===== src/rtl/vlat_mul_pkg.sv =====
package vlat_mul_pkg;

    typedef enum logic [1:0] {
        ST_IDLE = 2'd0,
        ST_SCAN = 2'd1,
        ST_TAIL = 2'd2
    } mul_state_e;

endpackage


===== src/rtl/vlat_mul_digit.sv =====
// Recodes the multiplier into one digit per bit position and selects the
// digit at the current scan index.
module vlat_mul_digit #(
    parameter int W = 16
) (
    input  logic [W-1:0]         mplier,
    input  logic [$clog2(W)-1:0] idx,
    input  logic                 sgn,
    output logic                 nz,
    output logic                 neg
);
    logic [W-1:0] nz_vec;
    logic [W-1:0] neg_vec;

    genvar gi;
    generate
        for (gi = 0; gi < W; gi++) begin : g_dig
            if (gi == 0) begin : g_lsb
                // the bit below the lowest position reads as zero
                assign nz_vec[gi]  = mplier[gi];
                assign neg_vec[gi] = sgn & mplier[gi];
            end else begin : g_mid
                assign nz_vec[gi]  = sgn ? (mplier[gi] ^ mplier[gi-1]) : mplier[gi];
                assign neg_vec[gi] = sgn & mplier[gi] & ~mplier[gi-1];
            end
        end
    endgenerate

    always_comb begin
        nz  = nz_vec[idx];
        neg = neg_vec[idx];
    end

endmodule


===== src/rtl/vlat_mul_acc.sv =====
// Partial-product accumulator: adds or subtracts the extended multiplicand
// shifted by the scan index.
module vlat_mul_acc #(
    parameter int W = 16
) (
    input  logic                 clk,
    input  logic                 rst,
    input  logic                 clear,
    input  logic                 add_en,
    input  logic                 neg,
    input  logic                 sgn,
    input  logic [W-1:0]         mcand,
    input  logic [$clog2(W)-1:0] idx,
    output logic [2*W-1:0]       acc
);
    localparam int PW = 2 * W;

    logic [PW-1:0] acc_q, acc_d;
    logic [PW-1:0] ext;
    logic [PW-1:0] addend;

    always_comb begin
        ext    = {{W{sgn & mcand[W-1]}}, mcand};
        addend = ext << idx;
        acc_d  = acc_q;
        if (clear) begin
            acc_d = '0;
        end else if (add_en) begin
            acc_d = neg ? (acc_q - addend) : (acc_q + addend);
        end
    end

    always_ff @(posedge clk) begin
        if (rst) acc_q <= '0;
        else     acc_q <= acc_d;
    end

    assign acc = acc_q;

endmodule


===== src/rtl/vlat_mul.sv =====
module vlat_mul #(
    parameter int W    = 16,
    parameter int BASE = 38,
    parameter int NZ   = 2
) (
    input  logic           clk,
    input  logic           rst,
    input  logic           start,
    input  logic           signed_mode,
    input  logic [W-1:0]   mcand,
    input  logic [W-1:0]   mplier,
    output logic [2*W-1:0] product,
    output logic           done,
    output logic           busy
);
    import vlat_mul_pkg::*;

    localparam int IDX_W  = $clog2(W);
    localparam int TAIL   = BASE - W;
    localparam int TAIL_W = $clog2(TAIL + 1);
    localparam int HOLD_W = $clog2(NZ + 1);
    localparam int LAT_W  = $clog2(BASE + NZ * W + 2);

    typedef struct packed {
        mul_state_e         st;
        logic [IDX_W-1:0]   idx;
        logic [HOLD_W-1:0]  hold;
        logic [TAIL_W-1:0]  tail;
        logic [W-1:0]       mcand;
        logic [W-1:0]       mplier;
        logic               sgn;
        logic [2*W-1:0]     result;
        logic               done;
    } ctl_t;

    ctl_t c_q, c_d;

    logic           dig_nz, dig_neg;
    logic           acc_clear, acc_add;
    logic [2*W-1:0] acc_val;
    logic           last_idx;

    vlat_mul_digit #(.W(W)) u_digit (
        .mplier (c_q.mplier),
        .idx    (c_q.idx),
        .sgn    (c_q.sgn),
        .nz     (dig_nz),
        .neg    (dig_neg)
    );

    vlat_mul_acc #(.W(W)) u_acc (
        .clk    (clk),
        .rst    (rst),
        .clear  (acc_clear),
        .add_en (acc_add),
        .neg    (dig_neg),
        .sgn    (c_q.sgn),
        .mcand  (c_q.mcand),
        .idx    (c_q.idx),
        .acc    (acc_val)
    );

    always_comb begin
        c_d       = c_q;
        c_d.done  = 1'b0;
        acc_clear = 1'b0;
        acc_add   = 1'b0;
        last_idx  = (c_q.idx == IDX_W'(W - 1));
        case (c_q.st)
            ST_IDLE: begin
                if (start) begin
                    c_d.st     = ST_SCAN;
                    c_d.idx    = '0;
                    c_d.hold   = '0;
                    c_d.mcand  = mcand;
                    c_d.mplier = mplier;
                    c_d.sgn    = signed_mode;
                    acc_clear  = 1'b1;
                end
            end
            ST_SCAN: begin
                if (c_q.hold != '0) begin
                    // settle clocks charged to a nonzero digit
                    c_d.hold = c_q.hold - 1'b1;
                    if (c_q.hold == HOLD_W'(1)) begin
                        if (last_idx) begin
                            c_d.st   = ST_TAIL;
                            c_d.tail = TAIL_W'(TAIL - 1);
                        end else begin
                            c_d.idx = c_q.idx + 1'b1;
                        end
                    end
                end else if (dig_nz) begin
                    acc_add  = 1'b1;
                    c_d.hold = HOLD_W'(NZ);
                end else begin
                    if (last_idx) begin
                        c_d.st   = ST_TAIL;
                        c_d.tail = TAIL_W'(TAIL - 1);
                    end else begin
                        c_d.idx = c_q.idx + 1'b1;
                    end
                end
            end
            ST_TAIL: begin
                if (c_q.tail == '0) begin
                    c_d.st     = ST_IDLE;
                    c_d.result = acc_val;
                    c_d.done   = 1'b1;
                end else begin
                    c_d.tail = c_q.tail - 1'b1;
                end
            end
            default: c_d.st = ST_IDLE;
        endcase
    end

    always_ff @(posedge clk) begin
        if (rst) c_q <= '0;
        else     c_q <= c_d;
    end

    assign product = c_q.result;
    assign done    = c_q.done;
    assign busy    = (c_q.st != ST_IDLE);

    // ---------------- assertions ----------------
    // independent busy-cycle counter used only by the latency check
    logic [LAT_W-1:0] lat_cnt_q;
    int               exp_lat;

    always_ff @(posedge clk) begin
        if (rst)                     lat_cnt_q <= '0;
        else if (!busy && start)     lat_cnt_q <= '0;
        else if (busy)               lat_cnt_q <= lat_cnt_q + 1'b1;
    end

    always_comb begin
        exp_lat = BASE + NZ * $countones(c_q.sgn ? (c_q.mplier ^ {c_q.mplier[W-2:0], 1'b0})
                                                 : c_q.mplier);
    end

    // busy lasted exactly the charged number of cycles
    a_r4_latency: assert property (@(posedge clk) disable iff (rst)
        done |-> (int'(lat_cnt_q) == exp_lat));

    a_r6_done_single: assert property (@(posedge clk) disable iff (rst)
        done |=> !done);

    a_r6_done_follows_busy: assert property (@(posedge clk) disable iff (rst)
        $fell(busy) |-> done);

    a_r7_operands_frozen: assert property (@(posedge clk) disable iff (rst)
        busy |=> ($stable(c_q.mcand) && $stable(c_q.mplier) && $stable(c_q.sgn)));

    a_r8_result_hold: assert property (@(posedge clk) disable iff (rst)
        !$stable(product) |-> done);

endmodule


===== config.mk =====
export PLATFORM = sky130hd
export DESIGN_NAME = vlat_mul
export DESIGN_NICKNAME = d
export VERILOG_FILES = /design/src/rtl/vlat_mul_pkg.sv /design/src/rtl/vlat_mul_digit.sv /design/src/rtl/vlat_mul_acc.sv /design/src/rtl/vlat_mul.sv
export SDC_FILE = /design/constraint.sdc
export NUM_CORES = 1
export LEC_CHECK = 0
export ABC_CLOCK_PERIOD_IN_PS = 6600
export BUFFER_PORTS_ARGS = -buffer_cell sky130_fd_sc_hd__buf_2
export CORE_MARGIN = 3
export CORE_UTILIZATION = 45
export DETAILED_ROUTE_END_ITERATION = 12
export HOLD_SLACK_MARGIN = 0.05
export PLACE_DENSITY = 0.69
export SLEW_MARGIN = 10
export SYNTH_ARGS = -nofsm -noshare
export SYNTH_HDL_FRONTEND = slang
export SYNTH_SLANG_ARGS = --single-unit

===== constraint.sdc =====
create_clock -name clk -period 6.6 [get_ports clk]
set_input_delay 0.99 -clock clk [delete_from_list [all_inputs] [get_ports clk]]
set_output_delay 0.99 -clock clk [all_outputs]
set_load 0.01 [all_outputs]

# ---- After elaboration in Yosys (flattened, before gate mapping)
# Cells that the tools add are included.
dict set report word_totals {
  register_bits 111
  input_bits 36
  output_inout_bits 34
  elab_cells 145
}
dict set report op_classes {
  n_addsub 5
  magnitude_cmp 1
  eq_ne 10
  n_shift 1
  muxes 41
  bitwise 63
  reduce_logical 14
}
# op n
set ops {}
lappend ops {{$add 32x32->32} 1}
lappend ops {{$and 1x1->1} 32}
lappend ops {{$mux 32} 1}
lappend ops {{$shl 32x4->32} 1}
lappend ops {{$sub 32x32->32} 1}
lappend ops {{$mux 1} 23}
lappend ops {{$mux 5} 4}
lappend ops {{$not 1->1} 16}
lappend ops {{$xor 1x1->1} 15}
lappend ops {{$mux 13} 1}
lappend ops {{$mux 6} 2}
lappend ops {{$pmux 6 s2} 1}
lappend ops {{$reduce_and 4->1} 3}
lappend ops {{$pmux 5 s2} 1}
lappend ops {{$ne 3x3->1 const B} 3}
lappend ops {{$bmux 1 s4} 2}
lappend ops {{$mux 8} 1}
lappend ops {{$reduce_bool 2->1} 4}
lappend ops {{$mux 2} 3}
lappend ops {{$ne 2x2->1 const B} 3}
lappend ops {{$pmux 2 s3} 1}
lappend ops {{$logic_not 5->1} 1}
lappend ops {{$lt 4x5->1 const B} 1}
lappend ops {{$sub 5x1->5 const B} 1}
lappend ops {{10 further kinds} 13}

# ---- Logic depth before layout (Yosys ltp)
# Gate-level depths: netlist (run 1).
dict set report logic_depth {
  ltp_word 7
  depth_mapped 26
  depth_no_buf 21
}

# ---- Hierarchy
# A second synthesis (run 1) with hierarchy kept.
dict set report hier_totals {
  cells_unflattened 1148
  hier_area_um2 8805.9
}
# mod n_inst cells_each area_each_um2
set by_module_without_submodules {}
lappend by_module_without_submodules {vlat_mul_acc 1 637 4845.9}
lappend by_module_without_submodules {vlat_mul 1 417 3326.9}
lappend by_module_without_submodules {vlat_mul_digit 1 94 633.1}

# ---- Worst setup path before layout (run 1)
# Ideal clock, no wire load.
dict set report synth_timing {
  path_kind {register -> register}
  start {register c_q[76] (netlist bit)}
  end {register u_acc.acc_q[31] (netlist: u_acc.acc[31])}
  setup_ps 58
  t_arrival_ps 4637
  slack_ps 1905
  path_stages_with_launch 23
  path_buffers 4
  period_less_slack_ps 4695
  cell_sequence {dfxtp_1 -> clkbuf_1 -> buf_4 -> clkbuf_1 -> clkbuf_1 -> nor2_1 -> nand3_1 -> ha_1 -> a21boi_0 -> o21ai_1 -> nor4b_4 -> a21oi_1 -> xor2_1 -> a21oi_1 -> ha_1 -> and3_1 -> and3_1 -> and3_1 -> a21oi_1 -> o21ai_0 -> xor2_1 -> a211o_2 -> nand2_1}
}
dict set report synth_between {
  elab_chain_cells 5
  word_cells_on_any_way 11
  classes_between {add/sub (2); shift (1); mux (8)}
}
# element line_no
set synth_rtl {}
lappend synth_rtl {{from (decl)} vlat_mul.sv:36} ;# ctl_t c_q, c_d;
lappend synth_rtl {{from (signal assigned)} vlat_mul.sv:119} ;# if (rst) c_q <= '0;
lappend synth_rtl {{from (signal assigned)} vlat_mul.sv:120} ;# else c_q <= c_d;
lappend synth_rtl {{parallel branches: the longest is 5 deep, another holds $add 32x32->32} --}
lappend synth_rtl {{to (signal assigned)} vlat_mul_acc.sv:34} ;# if (rst) acc_q <= '0;
lappend synth_rtl {{to (signal assigned)} vlat_mul_acc.sv:35} ;# else acc_q <= acc_d;
lappend synth_rtl {{to (decl)} vlat_mul_acc.sv:18} ;# logic [PW-1:0] acc_q, acc_d;
# Parallel ways; which one is timed is not known. The select of a mux whose other input is x is not followed.
# A chain may end at the register's enable or synchronous reset.

# ---- Final worst setup path (run 1)
dict set report layout_timing {
  start {register c_q[75] (netlist bit)}
  end {register u_acc.acc_q[31] (netlist: u_acc.acc[31])}
}
# Same word-level chain as after synthesis.

==> results of run 1 <==
-- synthesized netlist by cell type, drive strengths merged (8+ instances only) --
cell type	number	area (um^2)
a211oi	20	150.1
a21o	18	135.1
a21oi	154	782.0
a31oi	17	106.4
and2	8	52.56
and3	11	73.82
buf	57	416.6
clkbuf	45	178.9
dfxtp	111	2222
ha	41	513.0
inv	26	97.59
mux2	27	304.0
mux2i	35	362.8
mux4	9	214.0
nand2	208	780.8
nand2b	9	56.30
nand3	19	100.1
nor2	81	320.3
nor2b	11	68.82
o21ai	60	304.0
o22ai	11	68.82
xnor2	39	341.6
xor2	17	148.9
-- stage by stage --
step | hold WS (ns) | utilization, % | cells | power, uW | setup WS (ns)
global placement | 0.4396 | 47.16 | 1380 | 2110 | 1.425
global route | 0.4675 | 48.60 | 1395 | 2862 | 0.8595
CTS | 0.4537 | 48.60 | 1395 | 2659 | 1.319
finish | 0.4499 | 48.60 | 1395 | 2651 | 1.279
floorplan | 0.4367 | - | 1140 | 1862 | 1.905
detailed placement | 0.4430 | 47.16 | 1380 | 2127 | 1.326
-- power groups by stage --
stage | clock, uW | sequential [uW] | combinational, uW
after CTS | 541 | 798 | 1320
after detailed placement | 0 | 814 | 1310
final | 523 | 799 | 1330
after global placement | 0 | 810 | 1300
after global routing | 568 | 810 | 1480
after floorplan | 0 | 769 | 1090
-- metal layers --
layer	GRT usage [%]	vias up	wire length, um
li1	-	3994	-
met1	28.71	3605	10630
met2	29.37	208	9039
met3	3.092	29	922
met4	5.983	0	416
met5	0	-	0
-- flip-flops by register name, indices dropped and copies added, names as in the netlist --
name / cells
c_q: 46
product: 32
u_acc.acc: 32
done: 1
-- critical path, delay by kind of cell (launching register included) --
kind	cells	cell delay [ns]
AOI/OAI and AO/OA	9	2.01
xor gates and xnor gates	2	0.43
adders and majority gates	1	0.35
DFF	1	0.81
muxes	2	0.94
and+or+nand+nor	4	0.73
-- final cells by class --
type / instances / area [um^2]
Fill cell: 1902 / 9678
Multi-Input combinational cell: 900 / 5786
Inverter: 27 / 101.3
Clock buffer: 9 / 225.2
Clock inverter: 6 / 47.55
Timing Repair Buffer: 82 / 442.9
Sequential cell: 111 / 2225
Tap cell: 260 / 325.3
-- layout by cell type, fill, tap and decap left out, types with 7 or more instances in the layout --
cell and count:
sky130_fd_sc_hd__o31ai_1 7, sky130_fd_sc_hd__dfxtp_1 109, sky130_fd_sc_hd__a211oi_1 20, sky130_fd_sc_hd__o22ai_1 11, sky130_fd_sc_hd__mux2i_1 34, sky130_fd_sc_hd__nand3_1 18
sky130_fd_sc_hd__o21ai_0 56, sky130_fd_sc_hd__or3_1 7, sky130_fd_sc_hd__nor2b_1 11, sky130_fd_sc_hd__clkbuf_16 9, sky130_fd_sc_hd__a21oi_1 153, sky130_fd_sc_hd__xnor2_1 39
sky130_fd_sc_hd__mux2_2 26, sky130_fd_sc_hd__inv_1 26, sky130_fd_sc_hd__a31oi_1 17, sky130_fd_sc_hd__o211ai_1 7, sky130_fd_sc_hd__nand2b_1 9, sky130_fd_sc_hd__ha_1 41
sky130_fd_sc_hd__nand2_1 208, sky130_fd_sc_hd__nor2_1 80, sky130_fd_sc_hd__xor2_1 17, sky130_fd_sc_hd__buf_2 69, sky130_fd_sc_hd__a21o_1 18, sky130_fd_sc_hd__buf_4 13
sky130_fd_sc_hd__and3_1 10
-- cell families after synthesis --
kind of cell,after synthesis
simple gates,378
fa+ha+maj,42
flops,111
mux,71
xor+xnor,56
buf+inv,129
compound gates,353
-- final timing paths --
path	from	endpoint	slack [ns]	depth (start not counted)
worst min-delay path	product[14]	product[14]	0.45	2
worst max register to register	c_q[75]	u_acc.acc[31]	1.28	18
worst min register to register	product[14]	product[14]	0.45	2
worst max-delay path	c_q[75]	u_acc.acc[31]	1.28	18
==> impl_metrics.env, run 1 <==
export IMPL_outcome="finished, final reports clean"
export IMPL_final_hold_vio_count=0
export IMPL_largest_family_of_logic_cells_by_synthesized_area="compound AO/OA/AOI/OAI gates"
export IMPL_totalWireLength_um=21010
export IMPL_grt_setup_unrepaired="no"
export IMPL_critPathMostFrequentCell="sky130_fd_sc_hd__a21oi_1"
export IMPL_peakVddDrop_mv=0.1891
export IMPL_critical_path_cell_chain="mux4_1 > mux2i_4 > o2111ai_2 > o32ai_2 > and3_4 > nor4b_4 > a21oi_1 > xor2_1 > ha_1 > a21o_1 > a21o_1 > a21oi_1 > nand3_1 > a21oi_1 > o21ai_0 > xor2_1 > a211o_2 > nand2_1"
export IMPL_synth_compound_area_share_pct=24.90
export IMPL_overflow=0
export IMPL_cp_slowest_stage_delay_ns=0.81
export IMPL_mux_cell_area_share_after_synthesis_pct=10.12
export IMPL_maxCapViolations=0
export IMPL_place_hpwl_um=15240
export IMPL_worstSetupStartpointType="register"
export IMPL_avgViaCountPerCell=5.617
export IMPL_cts_sinks=111
export IMPL_core_area_um2=18830
export IMPL_timing_max_slew_rel_slack_pct=25.28
export IMPL_final_clock_period_utilization_by_the_worst_path_pct=80.62
export IMPL_required_ns=6.92
export IMPL_drive_above_1_share_pct=13.48
export IMPL_detail_route_wl_per_cell_um=15.06
export IMPL_placement_cell_area_um2=8880
export IMPL_number_of_different_library_cells_in_the_post_synthesis_netlist=85
export IMPL_finish_instance_area_um2=9153
export IMPL_crit_path_category="register to register"
export IMPL_end_kind="register"
export IMPL_post_cts_buffers=0
export IMPL_post_cts_resized_instances=0
export IMPL_avg_cell_area_syn_um2=7.636
export IMPL_dieHeight_um=145.1
export IMPL_timing_hold_worst_class="register to register"
export IMPL_setup_violations_final=0
export IMPL_cts_htree_levels=3
export IMPL_power_share_clock_pct=19.7
export IMPL_insertion_delay_ns=0.37
export IMPL_power_combinational_fraction_pct=50.1
export IMPL_synth_adder_area_share_pct=6.123
export IMPL_synthSimpleGateAreaFrac_pct=19.69
export IMPL_worst_path_max_delay_cell="sky130_fd_sc_hd__dfxtp_2"
export IMPL_layout_nets=1209
export IMPL_insertedDiodeCount=0
export IMPL_rd_place_congestion=0.9144
export IMPL_dr_first_iter_drc_count=581
export IMPL_synth_xor_area_share_pct=5.635
export IMPL_effective_utilization_at_floorplan_pct=46.23
export IMPL_route_detailed_drc=0
export IMPL_timing_max_transition_violations_final=0
export IMPL_timing_critical_path_arrival_ns=5.64
export IMPL_route_antenna_remaining_nets=0
export IMPL_power_density_nw_per_um2=289.7
export IMPL_netSwitchingFraction_pct=42.80
export IMPL_boundaryPins=70
export IMPL_synth_yosys_warnings=0
export IMPL_synth_async_reset_ratio_pct=0
export IMPL_power_frac_seq_pct=30.1
export IMPL_number_of_buffers_created_by_cts=9
export IMPL_global_route_wire_length_before_repair_um=35200
export IMPL_p_leak_uw=0.003667
export IMPL_number_of_global_route_vias_before_repair=6995
export IMPL_grt_total_usage_pct=19.52
export IMPL_synth_ff_latch_count=111
export IMPL_internal_power_uw=1517
export IMPL_cts_reportedPaths_clkPinSlew_ns=0.08
export IMPL_fin_worst_skew_ns=0.01015
export IMPL_grt_antenna_before_repair=0
export IMPL_synth_flop_cell="sky130_fd_sc_hd__dfxtp_1"
export IMPL_fmaxAchievable_mhz=187.9
export IMPL_largest_net_degree_at_the_start_of_global_routing=54
export IMPL_area_growth_syn_to_layout_pct=5.146
export IMPL_critical_path_max_fanout=37
export IMPL_cts_root_buffer="sky130_fd_sc_hd__clkbuf_16"
export IMPL_die_width_um=145.1
export IMPL_accumulated_negative_setup_slack_ns=0
export IMPL_synth_net_count=1218
export IMPL_die_area_um2=21050
export IMPL_p_switching_uw=1135
export IMPL_rows=50
export IMPL_ys_seq_area_share_pct=25.53
export IMPL_hold_buffers=0
export IMPL_timing_final_crit_period_ns=5.321
export IMPL_synth_edff_count=0
export IMPL_dr_total_vias=7836
export IMPL_portBuffers=69
export IMPL_max_slew_worst_pin_slew_ns=1.118
export IMPL_syn_area_um2=8705
export IMPL_drt_first_pass_iters=5
export IMPL_synth_cells=1140
export IMPL_cts_buffer_depth=2
export IMPL_cts_tree="done"
(Power assumes the default switching activity.)
==> run 2, diff against run 1 <==
--- a/config.mk
+++ b/config.mk
@@ -5,13 +5,14 @@
 export SDC_FILE = /design/constraint.sdc
 export NUM_CORES = 1
 export LEC_CHECK = 0
-export ABC_CLOCK_PERIOD_IN_PS = 6600
+export ABC_AREA = 1
+export ABC_CLOCK_PERIOD_IN_PS = 4700
 export BUFFER_PORTS_ARGS = -buffer_cell sky130_fd_sc_hd__buf_2
 export CORE_MARGIN = 3
 export CORE_UTILIZATION = 45
 export DETAILED_ROUTE_END_ITERATION = 12
 export HOLD_SLACK_MARGIN = 0.05
-export PLACE_DENSITY = 0.69
+export PLACE_DENSITY = 0.71
 export SLEW_MARGIN = 10
 export SYNTH_ARGS = -nofsm -noshare
 export SYNTH_HDL_FRONTEND = slang
==> constraint.sdc (replaced) <==
create_clock -name clk -period 4.7 [get_ports clk]
set_input_delay 0.705 -clock clk [delete_from_list [all_inputs] [get_ports clk]]
set_output_delay 0.705 -clock clk [all_outputs]
set_load 0.01 [all_outputs]
==> impl_metrics.env, run 2 <==
export IMPL_outcome="finished, final reports clean"
export IMPL_setup_violations_final=0
export IMPL_dieHeight_um=143.7
export IMPL_worstSetupStartpoint="c_q[74]"
export IMPL_rows=49
export IMPL_internal_power_uw=2435
export IMPL_detailroute_wirelength_met3_um=807
export IMPL_wl_met1_um=10500
export IMPL_area_growth_syn_to_layout_pct=5.366
export IMPL_final_clock_period_utilization_by_the_worst_path_pct=88.45
export IMPL_largest_net_degree_at_the_start_of_global_routing=64
export IMPL_power_frac_seq_pct=26.9
export IMPL_die_area_um2=20650
export IMPL_max_slew_worst_pin_slew_ns=0.9505
export IMPL_avgViaCountPerCell=5.317
export IMPL_power_combinational_fraction_pct=57.1
export IMPL_layout_commonest_cell="sky130_fd_sc_hd__nand2_1"
export IMPL_critPathMostFrequentCell="sky130_fd_sc_hd__nand2_1"
export IMPL_crit_path_category="register to register"
export IMPL_rd_place_congestion=0.9718
export IMPL_netlist_top_cells_count="243 x sky130_fd_sc_hd__nand2_1, 128 x sky130_fd_sc_hd__a21oi_1, 128 x sky130_fd_sc_hd__nor2_1, 111 x sky130_fd_sc_hd__dfxtp_1, 109 x sky130_fd_sc_hd__o21ai_0"
export IMPL_highest_layer="met4"
export IMPL_cts_htree_levels=3
export IMPL_core_area_um2=18270
export IMPL_syn_area_um2=8534
export IMPL_maxCapViolations=0
export IMPL_largest_register_ff_count=46
export IMPL_required_ns=4.95
export IMPL_accumulated_negative_setup_slack_ns=0
export IMPL_synth_ff_latch_count=111
export IMPL_fmaxAchievable_mhz=240.6
export IMPL_largest_register="c_q"
export IMPL_post_cts_buffers=0
export IMPL_synth_top_area_cell="sky130_fd_sc_hd__dfxtp_1"
export IMPL_fin_worst_hold_slack_ns=0.4608
export IMPL_portBuffers=69
export IMPL_met2_wirelength_um=8826
export IMPL_route_detailed_drc=0
export IMPL_timing_max_transition_violations_final=0
export IMPL_setup_worst_path_end="u_acc.acc[30]"
export IMPL_hold_buffers=0
export IMPL_synth_edff_count=0
export IMPL_worst_path_max_delay_cell="sky130_fd_sc_hd__ha_1"
export IMPL_synth_cells=1248
export IMPL_route_antenna_remaining_nets=0
export IMPL_rr_worst_depth=26
export IMPL_power_density_nw_per_um2=517.2
export IMPL_cp_slowest_stage_delay_ns=0.40
export IMPL_number_of_global_route_vias_before_repair=7173
export IMPL_global_route_wire_length_before_repair_um=34370
export IMPL_ys_seq_area_share_pct=26.04
export IMPL_number_of_buffers_created_by_cts=9
export IMPL_r2r_end="u_acc.acc[30]"
export IMPL_rrSetupSlack_ns=0.54
export IMPL_cts_sinks=111
export IMPL_layout_nets=1335
export IMPL_cts_reportedPaths_clkPinSlew_ns=0.07
export IMPL_peakVddDrop_mv=0.2437
export IMPL_synth_flop_cell="sky130_fd_sc_hd__dfxtp_1"
export IMPL_yosysTopAreaCellShare_pct=26.04
export IMPL_worstSetupStartpointType="register"
export IMPL_drive_above_1_share_pct=16.48
export IMPL_detail_route_wl_per_cell_um=13.72
export IMPL_timing_critical_path_depth=26
export IMPL_critPathBufInv=3
export IMPL_cts_root_buffer="sky130_fd_sc_hd__clkbuf_16"
export IMPL_timing_final_crit_period_ns=4.157
export IMPL_grt_antenna_before_repair=0
export IMPL_effective_utilization_at_floorplan_pct=46.71
export IMPL_post_cts_resized_instances=0
export IMPL_p_leak_uw=0.003962
export IMPL_totalWireLength_um=20460
export IMPL_insertion_delay_ns=0.36
export IMPL_end_kind="register"
export IMPL_timing_critical_path_arrival_ns=4.40
export IMPL_grt_setup_unrepaired="no"
export IMPL_drt_first_pass_iters=5
export IMPL_critical_path_max_fanout=16
export IMPL_r2r_start="c_q[74]"
export IMPL_p_switching_uw=2216
export IMPL_final_hold_vio_count=0
export IMPL_yosys_cell_count_top_type="sky130_fd_sc_hd__nand2_1"
export IMPL_synth_net_count=1326
export IMPL_power_share_clock_pct=15.9
export IMPL_netSwitchingFraction_pct=47.65
export IMPL_synth_yosys_warnings=0
export IMPL_fin_worst_skew_ns=0.008895
export IMPL_number_of_different_library_cells_in_the_post_synthesis_netlist=52
export IMPL_layout_common_cells="243 x sky130_fd_sc_hd__nand2_1, 128 x sky130_fd_sc_hd__nor2_1, 128 x sky130_fd_sc_hd__a21oi_1, 110 x sky130_fd_sc_hd__dfxtp_1, 109 x sky130_fd_sc_hd__o21ai_0"
export IMPL_synth_async_reset_ratio_pct=0
export IMPL_tot_pwr_uw=4651
export IMPL_boundaryPins=70
export IMPL_insertedDiodeCount=0
export IMPL_dr_first_iter_drc_count=479
export IMPL_timing_hold_worst_class="register to register"
export IMPL_cts_tree="done"
export IMPL_die_width_um=143.7
export IMPL_timing_max_slew_rel_slack_pct=36.63
export IMPL_dr_total_vias=7927
export IMPL_overflow=0
export IMPL_cts_buffer_depth=2
export IMPL_avg_cell_area_syn_um2=6.838
export IMPL_worst_path_dominant_cell_family="simple AND/OR/NAND/NOR gates"
export IMPL_nFillCells=1958
export IMPL_place_hpwl_um=15680
export IMPL_synth_area_leaders="sky130_fd_sc_hd__dfxtp_1 26%, sky130_fd_sc_hd__nand2_1 11%, sky130_fd_sc_hd__a21oi_1 7.5%"
export IMPL_grt_total_usage_pct=20.05
[run 2: cell types whose count changed in the layout (fill, tap and decap cells not counted), sizes merged, moves of 13 or more]
cell	before	now
nand3	19	121
nand2	208	277
nor2	81	141
inv	27	82
o21ai	60	115
mux2i	35	0
mux2	27	0
a21oi	154	130
xor2	17	39
a21o	18	3
a31oi	17	3
xnor2	39	26
[run 2: final cells by class]
class | instances | area (um^2) | share of cell area, %
timing repair buffer | 84 | 457.9 | 5.093
clock inverter | 4 | 28.78 | 0.3200
multi-input combinational | 966 | 5429 | 60.37
clock buffer | 12 | 246.5 | 2.741
tap | 229 | 286.5 | 3.186
inverter | 85 | 320.3 | 3.562
sequential | 111 | 2223 | 24.73
[run 2: through the flow]
stage	setup slack [ns]	instances	instance area, um^2	util (%)
global route	0.05326	1491	8992	49.22
detailed placement	0.6030	1475	8716	47.71
CTS	0.5569	1491	8991	49.21
finish	0.5429	1491	8992	49.22
floorplan	1.144	1248	8534	-
global placement	0.6066	1475	8716	47.71
[run 2: kinds of logic after synthesis]
| group | count (synthesis) | share of synthesized area (%) |
|---|---|---|
| AND/OR/NAND/NOR | 569 | 32.18 |
| flip-flops | 111 | 26.04 |
| XOR/XNOR | 65 | 6.671 |
| adder cells (fa/ha/maj) | 42 | 6.245 |
| AO/OA/AOI/OAI | 290 | 18.52 |
| buffers and inverters | 171 | 10.35 |
[run 2: worst min path at each step]
stage           startpoint           to  slack, ns  cells after the start
2_1_floorplan  product[10]  product[10]       0.45                      2
3_3_place_gp   product[19]  product[19]       0.45                      2
3_5_place_dp   product[14]  product[14]       0.45                      2
4_1_cts        product[14]  product[14]       0.46                      2
5_1_grt        product[30]  product[30]       0.48                      2
6_report       product[15]  product[15]       0.46                      2
[run 2: worst min-delay path, stage by stage (launching register included)]
cell and delay (ns):
sky130_fd_sc_hd__dfxtp_1 0.31, sky130_fd_sc_hd__nand2_1 0.06, sky130_fd_sc_hd__a21oi_1 0.05
[run 2: power by group through the flow]
stage	logic, uW	registers [uW]	clock network, uW
after CTS	2660	1250	758
after detailed placement	2640	1270	0
after floorplan	2180	1220	0
after global placement	2620	1270	0
after global routing	3020	1280	798
final	2660	1250	742
[run 2: per-layer routing]
| metal | track usage [%] | vias to the layer above |
|---|---|---|
| li1 | - | 4168 |
| met1 | 29.14 | 3559 |
| met2 | 31.23 | 179 |
| met3 | 2.696 | 21 |
| met4 | 5.401 | 0 |
| met5 | 0 | - |
